==> src/rtl/spi_burst_pkg.sv <==
package spi_burst_pkg;
  localparam int REM_W = 16;
  typedef logic signed [REM_W-1:0] rem_t;

  typedef enum logic [2:0] {
    ST_IDLE, ST_POP, ST_BYTE_GO, ST_BYTE_WAIT, ST_WORD_END
  } eng_state_t;

  // Burst length in bits: configured field plus one.
  function automatic rem_t burst_bits(input logic [13:0] field);
    return $signed({2'b00, field}) + 16'sd1;
  endfunction

  // Bits a single word may carry: capped at one full word.
  function automatic rem_t word_bits(input rem_t rem);
    return (rem > 16'sd32) ? 16'sd32 : rem;
  endfunction

  // Drop a received byte into lane idx of the receive word.
  function automatic logic [31:0] place_byte(input logic [31:0] w,
                                             input logic [1:0] idx,
                                             input logic [7:0] b);
    logic [31:0] r;
    r = w;
    r[{idx, 3'b000} +: 8] = b;
    return r;
  endfunction
endpackage

==> src/rtl/spi_sclk_div.sv <==
module spi_sclk_div #(
  parameter int DIV_W = 8
) (
  input  logic             clk,
  input  logic             rst_n,
  input  logic             en,
  input  logic [DIV_W-1:0] div,
  output logic             tick
);
  logic [DIV_W-1:0] cnt;

  always_ff @(posedge clk) begin
    if (!rst_n || !en) cnt <= '0;
    else if (cnt == div) cnt <= '0;
    else cnt <= cnt + 1'b1;
  end

  assign tick = en && (cnt == div);
endmodule

==> src/rtl/spi_byte_xfer.sv <==
module spi_byte_xfer (
  input  logic       clk,
  input  logic       rst_n,
  input  logic       go,
  input  logic [7:0] din,
  input  logic       tick,
  input  logic       miso,
  output logic       active,
  output logic       sclk,
  output logic       mosi,
  output logic       done,
  output logic [7:0] dout
);
  logic [7:0] tx_sh;
  logic [2:0] bit_cnt;

  always_ff @(posedge clk) begin
    if (!rst_n) begin
      active  <= 1'b0;
      sclk    <= 1'b0;
      tx_sh   <= '0;
      dout    <= '0;
      bit_cnt <= '0;
      done    <= 1'b0;
    end else begin
      done <= 1'b0;
      if (go && !active) begin
        active  <= 1'b1;
        sclk    <= 1'b0;
        tx_sh   <= din;
        bit_cnt <= '0;
      end else if (active && tick) begin
        if (!sclk) begin
          sclk <= 1'b1;
          dout <= {dout[6:0], miso};
        end else begin
          sclk <= 1'b0;
          if (bit_cnt == 3'd7) begin
            active <= 1'b0;
            done   <= 1'b1;
          end else begin
            tx_sh   <= {tx_sh[6:0], 1'b0};
            bit_cnt <= bit_cnt + 3'd1;
          end
        end
      end
    end
  end

  assign mosi = tx_sh[7];
endmodule

==> src/rtl/spi_burst_engine.sv <==
module spi_burst_engine
  import spi_burst_pkg::*;
#(
  parameter int LEN_W = 12,
  parameter int DIV_W = 8,
  parameter int NCH   = 4,
  localparam int CH_W = (NCH > 1) ? $clog2(NCH) : 1,
  localparam int PAD  = 14 - LEN_W
) (
  input  logic             clk,
  input  logic             rst_n,
  input  logic             start,
  input  logic             cfg_master,
  input  logic             cfg_imm,
  input  logic [CH_W-1:0]  cfg_chan,
  input  logic [NCH-1:0]   cfg_hold,
  input  logic [LEN_W-1:0] cfg_len,
  input  logic [DIV_W-1:0] cfg_div,
  input  logic             tx_valid,
  input  logic [31:0]      tx_data,
  output logic             tx_pop,
  input  logic             rx_full,
  output logic             rx_push,
  output logic [31:0]      rx_data,
  output logic             sclk,
  output logic             mosi,
  input  logic             miso,
  output logic             xch_busy,
  output logic             busy,
  output logic             evt_done,
  output logic             evt_ovf
);
  eng_state_t  state;
  logic [31:0] txw, rxw;
  rem_t        rem, wb, rem_ld;
  logic [1:0]  idx;
  logic        xch;

  // Named internal events, observed by the checker.
  logic multi, byte_go, byte_done, byte_active, tick, word_end, stop_now, rem_spent;
  logic [7:0] byte_dout;

  assign multi     = cfg_master && !cfg_imm && cfg_hold[cfg_chan];
  assign rem_spent = (rem <= 16'sd0);
  assign rem_ld    = rem_spent ? burst_bits({{PAD{1'b0}}, cfg_len}) : rem;
  assign word_end  = (state == ST_WORD_END);
  assign stop_now  = word_end && ((rem_spent && !multi) || !tx_valid);
  assign byte_go   = (state == ST_BYTE_GO);

  spi_sclk_div #(.DIV_W(DIV_W)) u_div (
    .clk(clk), .rst_n(rst_n), .en(byte_active), .div(cfg_div), .tick(tick)
  );

  spi_byte_xfer u_byte (
    .clk(clk), .rst_n(rst_n), .go(byte_go), .din(txw[7:0]), .tick(tick),
    .miso(miso), .active(byte_active), .sclk(sclk), .mosi(mosi),
    .done(byte_done), .dout(byte_dout)
  );

  always_ff @(posedge clk) begin
    if (!rst_n) begin
      state <= ST_IDLE;
      txw   <= '0;
      rxw   <= '0;
      rem   <= '0;
      wb    <= '0;
      idx   <= '0;
      xch   <= 1'b0;
    end else begin
      unique case (state)
        ST_IDLE: begin
          if (start && cfg_master && tx_valid) state <= ST_POP;
        end
        ST_POP: begin
          rem <= rem_ld;
          wb  <= word_bits(rem_ld);
          if (rem_spent && multi) xch <= 1'b1;
          txw   <= tx_data;
          rxw   <= '0;
          idx   <= '0;
          state <= ST_BYTE_GO;
        end
        ST_BYTE_GO: state <= ST_BYTE_WAIT;
        ST_BYTE_WAIT: begin
          if (byte_done) begin
            rxw <= place_byte(rxw, idx, byte_dout);
            txw <= txw >> 8;
            wb  <= wb - 16'sd8;
            rem <= rem - 16'sd8;
            idx <= idx + 2'd1;
            state <= ((wb - 16'sd8) <= 16'sd0) ? ST_WORD_END : ST_BYTE_GO;
          end
        end
        ST_WORD_END: begin
          if (rem_spent) xch <= 1'b0;
          state <= stop_now ? ST_IDLE : ST_POP;
        end
        default: state <= ST_IDLE;
      endcase
    end
  end

  assign tx_pop   = (state == ST_POP);
  assign rx_push  = word_end && !rx_full;
  assign evt_ovf  = word_end && rx_full;
  assign evt_done = ((state == ST_IDLE) && start && cfg_master && !tx_valid) || stop_now;
  assign rx_data  = rxw;
  assign xch_busy = xch;
  assign busy     = (state != ST_IDLE);
endmodule

==> config.mk <==
export PLATFORM = sky130hd
export DESIGN_NAME = spi_burst_engine
export DESIGN_NICKNAME = d
export VERILOG_FILES = /design/src/rtl/spi_burst_pkg.sv /design/src/rtl/spi_sclk_div.sv /design/src/rtl/spi_byte_xfer.sv /design/src/rtl/spi_burst_engine.sv
export SDC_FILE = /design/constraint.sdc
export NUM_CORES = 1
export LEC_CHECK = 0
export BUFFER_PORTS_ARGS = -buffer_cell sky130_fd_sc_hd__buf_2
export CELL_PAD_IN_SITES_DETAIL_PLACEMENT = 1
export CELL_PAD_IN_SITES_GLOBAL_PLACEMENT = 1
export CORE_ASPECT_RATIO = 0.5
export CORE_MARGIN = 5
export CORE_UTILIZATION = 42
export DETAILED_ROUTE_END_ITERATION = 10
export PLACE_DENSITY_LB_ADDON = 0.1
export SYNTH_ARGS = -nofsm -noshare
export SYNTH_HDL_FRONTEND = slang
export SYNTH_HIERARCHICAL = 1
export SYNTH_SLANG_ARGS = --single-unit
export TNS_END_PERCENT = 100
==> constraint.sdc <==
create_clock -name clk -period 2.84 [get_ports clk]
set_input_delay 0.142 -clock clk [delete_from_list [all_inputs] [get_ports clk]]
set_output_delay 0.142 -clock clk [all_outputs]
set_load 0.03 [all_outputs]
==> Implementation_results.wiki <==
{| class="wikitable"
! Metric !! Value
|-
| Data required, critical path || 2.70 ns
|-
| Top-area cell type share of the netlist area || 40.8%
|-
| FILL cells || 1,851
|-
| Worst Setup Slack post-DPL || 0.423 ns
|-
| Total negative slack || 0 ns
|-
| Syn avg cell area || 8.59 µm²
|-
| Achievable clock frequency || 0.385 GHz
|-
| Largest net degree at the start of global routing || 58
|-
| Max IR drop VDD || 405 µV
|-
| Wire length on met2 || 9560 µm
|-
| Number of global-route vias before repair || 6,256
|-
| Deepest level of the CTS H-tree || 4
|-
| Worst slew pin tran || 0.820 ns
|-
| Post-synth EDFFs || 0
|-
| Number of design-rule violations left by the first detailed-router iteration || 280
|-
| Power per Cell Area || 705 mW/mm²
|-
| Vias || 6,094
|-
| R2r endpoint || state[1]
|-
| Path category of the worst min-delay check || input port to flop
|-
| Number of clock sinks || 132
|-
| Ratio of final minimum period to clock period || 91.5%
|-
| Yosys warning total || 6
|-
| Detail Placement HPWL || 13,700 µm
|-
| Area growth from synthesis to final layout || 23.3%
|-
| Total wirelength of the detailed-routed design || 19,800 µm
|-
| Critical Path Start Type || flop
|-
| Setup clock skew after layout || 0.00881 ns
|-
| Starting density of the core || 42.5%
|-
| Post-synthesis net count || 831
|-
| Share of async-settable or async-resettable flops after synthesis || 0%
|-
| Cell count after synthesis || 755
|-
| Logic depth of the worst register-to-register path || 8
|-
| Worst-case clock buffer depth || 2
|-
| Synthesized cell area || 0.00648 mm²
|-
| Final setup violating endpoints || 0
|-
| Setup repair after global routing missed its margin || false
|-
| Cell types occupying the most area after synthesis || sky130_fd_sc_hd__dfxtp_1 41%, sky130_fd_sc_hd__nor2_1 5.3%, sky130_fd_sc_hd__a22oi_1 5.1%
|-
| Num rows || 32
|-
| Number of hold violations in the final report || 0
|-
| Clock Root Buffer || sky130_fd_sc_hd__clkbuf_16
|-
| Max-Cap Viols || 0
|-
| Largest driver fanout on the critical path || 8
|-
| M1 WL || 9050 µm
|-
| Slew Viols, Final || 0
|-
| Hold path cells || 3
|-
| Post-Route Utilization || 52.4%
|-
| Hold Path End || txw[28]
|-
| Remaining routing DRC violations || 0
|-
| Arrival time at the worst endpoint || 2.46 ns
|-
| DIE WIDTH || 186 µm
|-
| Antenna Nets Post-Route || 0
|-
| Share of final-layout standard cells stronger than drive strength 1 || 21.1%
|-
| Total power || 0.00563 W
|-
| Setup bufs post-CTS || 0
|-
| Standard cell core area || 0.0153 mm²
|-
| Clk Latency, worst-skew pair || 0.41 ns
|-
| Antenna violations before repair || 1
|-
| Synth unique cells || 77
|-
| Top Ports || 106
|-
| Post-layout worst setup margin || 0.242 ns
|-
| Leakage Power || 3.23 nW
|-
| Post-DR wirelength/cell || 18.2 µm
|-
| Critical register-to-register path startpoint || wb[3]
|-
| Tightest slew margin relative to the limit || 45.2%
|-
| Highest metal layer used by the detailed router || met4
|-
| Floorplan die height || 97.9 µm
|-
| Result of the run || finished, final reports clean
|-
| Aggregate global-route resource usage || 21.4%
|-
| Largest area contributor in the netlist || sky130_fd_sc_hd__dfxtp_1
|-
| Clock edge transition at the registers on the reported setup and hold paths || 0.06 ns
|-
| Class of the most critical setup path || flop to output port
|-
| Die area || 0.0182 mm²
|-
| Vias per Instance || 5.60
|-
| Final critical-path required period || 2.60 ns
|-
| Inserted Clock Buffers || 17
|-
| Hold Crit Start || tx_data[28]
|-
| Grt total ovfl || 0
|-
| Final weighted congestion in routability-driven placement || 0.840
|-
| Worst Setup End Kind || output port
|-
| Wire length on met3 || 950 µm
|-
| Global-route wire length before repair || 31,800 µm
|-
| Worst reg-to-reg setup slack || 0.42 ns
|-
| Number of nets in the layout || 947
|-
| Number of detailed-route iterations in the first pass || 4
|-
| Synthesized flop and latch total || 132
|-
| Seq/Total Area, Yosys || 40.8%
|-
| Top FF cell, synth || sky130_fd_sc_hd__dfxtp_1
|-
| I/O Buffers || 105
|-
| Clock tree from TritonCTS || built
|}
per-layer routing:
layer  GRT usage, %  vias up
met2           36.3      119
li1               -     2989
met3           4.28       12
met1           28.4     2974
met4           4.81        0
met5              0        -
synthesized netlist by cell type, types with 3 or more instances:
| master | instances |
|---|---|
| sky130_fd_sc_hd__dfxtp_1 | 132 |
| sky130_fd_sc_hd__nor2_1 | 91 |
| sky130_fd_sc_hd__nand2_1 | 82 |
| sky130_fd_sc_hd__a22oi_1 | 44 |
| sky130_fd_sc_hd__a21oi_1 | 37 |
| sky130_fd_sc_hd__o21ai_0 | 36 |
| sky130_fd_sc_hd__nor2b_1 | 32 |
| sky130_fd_sc_hd__a311oi_1 | 24 |
| sky130_fd_sc_hd__clkbuf_1 | 21 |
| sky130_fd_sc_hd__mux2i_1 | 21 |
| sky130_fd_sc_hd__nand3_1 | 20 |
| sky130_fd_sc_hd__xor2_1 | 18 |
| sky130_fd_sc_hd__nor3_1 | 15 |
| sky130_fd_sc_hd__buf_2 | 13 |
| sky130_fd_sc_hd__a211oi_1 | 12 |
| sky130_fd_sc_hd__inv_1 | 12 |
| sky130_fd_sc_hd__ha_1 | 10 |
| sky130_fd_sc_hd__and3_1 | 9 |
| sky130_fd_sc_hd__nand4_1 | 7 |
| sky130_fd_sc_hd__nor4_1 | 7 |
| sky130_fd_sc_hd__buf_4 | 6 |
| sky130_fd_sc_hd__xnor2_1 | 6 |
| sky130_fd_sc_hd__a21boi_0 | 5 |
| sky130_fd_sc_hd__o211ai_1 | 5 |
| sky130_fd_sc_hd__a31oi_1 | 4 |
| sky130_fd_sc_hd__buf_6 | 4 |
| sky130_fd_sc_hd__o31ai_1 | 4 |
| sky130_fd_sc_hd__or3_1 | 4 |
| sky130_fd_sc_hd__a221oi_1 | 3 |
| sky130_fd_sc_hd__and2_1 | 3 |
| sky130_fd_sc_hd__and3_2 | 3 |
| sky130_fd_sc_hd__nand3b_1 | 3 |
| sky130_fd_sc_hd__nor4_4 | 3 |
through the flow:
stage / cell area [µm²] / cells / hold slack, ns
4_1_cts: 7990 / 1087 / 0.000156
5_1_grt: 7990 / 1088 / 0.00368
3_5_place_dp: 7170 / 1035 / 0.407
2_1_floorplan: 6480 / 755 / 0.238
6_report: 7990 / 1088 / 0.00000572
3_3_place_gp: 7170 / 1035 / 0.397
repair_timing:
item,CTS,global route
endpoints found under the setup margin,0,1
gates resized for setup,0,1
hold endpoints to repair,21,0
hold buffers,21,0
where the power goes:
part	leakage (nW)	switching (W)	total [W]	internal, W
clock network	0.282	0.000862	0.00227	0.00141
registers	1.07	0.000112	0.00209	0.00198
logic	1.88	0.000790	0.00127	0.000476
kinds of logic (layout without fill, tap and decap cells):
logic type	after synthesis	count (layout)	share of synthesized area, %
AOI/OAI and AO/OA	200	200	21.3
xor gates and xnor gates	24	24	3.24
adders and majority gates	10	10	1.93
buffers and inverters	61	189	4.86
DFF	132	132	40.8
muxes	22	22	3.42
other	0	1	0
and+or+nand+nor	306	306	24.4
sequential cells by signal, indices dropped and copies added, names as in the netlist, 2 cells and up:
register / flops
rx_data: 32
txw: 32
rem: 16
wb: 16
u_byte/dout: 8
u_byte/tx_sh: 8
u_div/cnt: 8
state: 3
u_byte/bit_cnt: 3
idx: 2
area by class of cell:
class                      count  area, µm²  share of cell area, %
multi-input combinational    562       3530                   44.2
sequential                   132       2640                   33.1
timing repair buffer         145        903                   11.3
clock buffer                  18        439                   5.50
tap                          204        255                   3.19
clock inverter                13        171                   2.14
inverter                      13       48.8                  0.611
antenna                        1       2.50                 0.0313
how the worst max path moves through the flow:
stage	cells after the start	slack, ns	from	endpoint
after floorplan	7	0.71	rem[9]	evt_done
after global placement	8	0.54	wb[3]	state[1]
after detailed placement	8	0.42	wb[3]	state[1]
after CTS	7	0.12	rem[9]	evt_done
after global routing	7	0.05	rem[9]	evt_done
final	7	0.24	rem[9]	evt_done
worst max-delay path, stage by stage (launching register included):
cell and delay, ns:
sky130_fd_sc_hd__dfxtp_1 0.37, sky130_fd_sc_hd__nor3_1 0.36, sky130_fd_sc_hd__and4_2 0.41, sky130_fd_sc_hd__a21oi_2 0.16, sky130_fd_sc_hd__o21ai_0 0.29, sky130_fd_sc_hd__a32oi_1 0.09
sky130_fd_sc_hd__nor3_1 0.13, sky130_fd_sc_hd__buf_2 0.24
cell usage in the layout, fill, tap and decap left out, drive strengths merged, types with 20 or more instances in the layout:
cell type    instances
a21oi               38
mux2i               21
nor2b               32
a22oi               45
nand2               84
nand3               20
buf                124
dfxtp              132
a311oi              24
nor2                91
o21ai               38
dlygate4sd3         21
(Power assumes the default switching activity.)
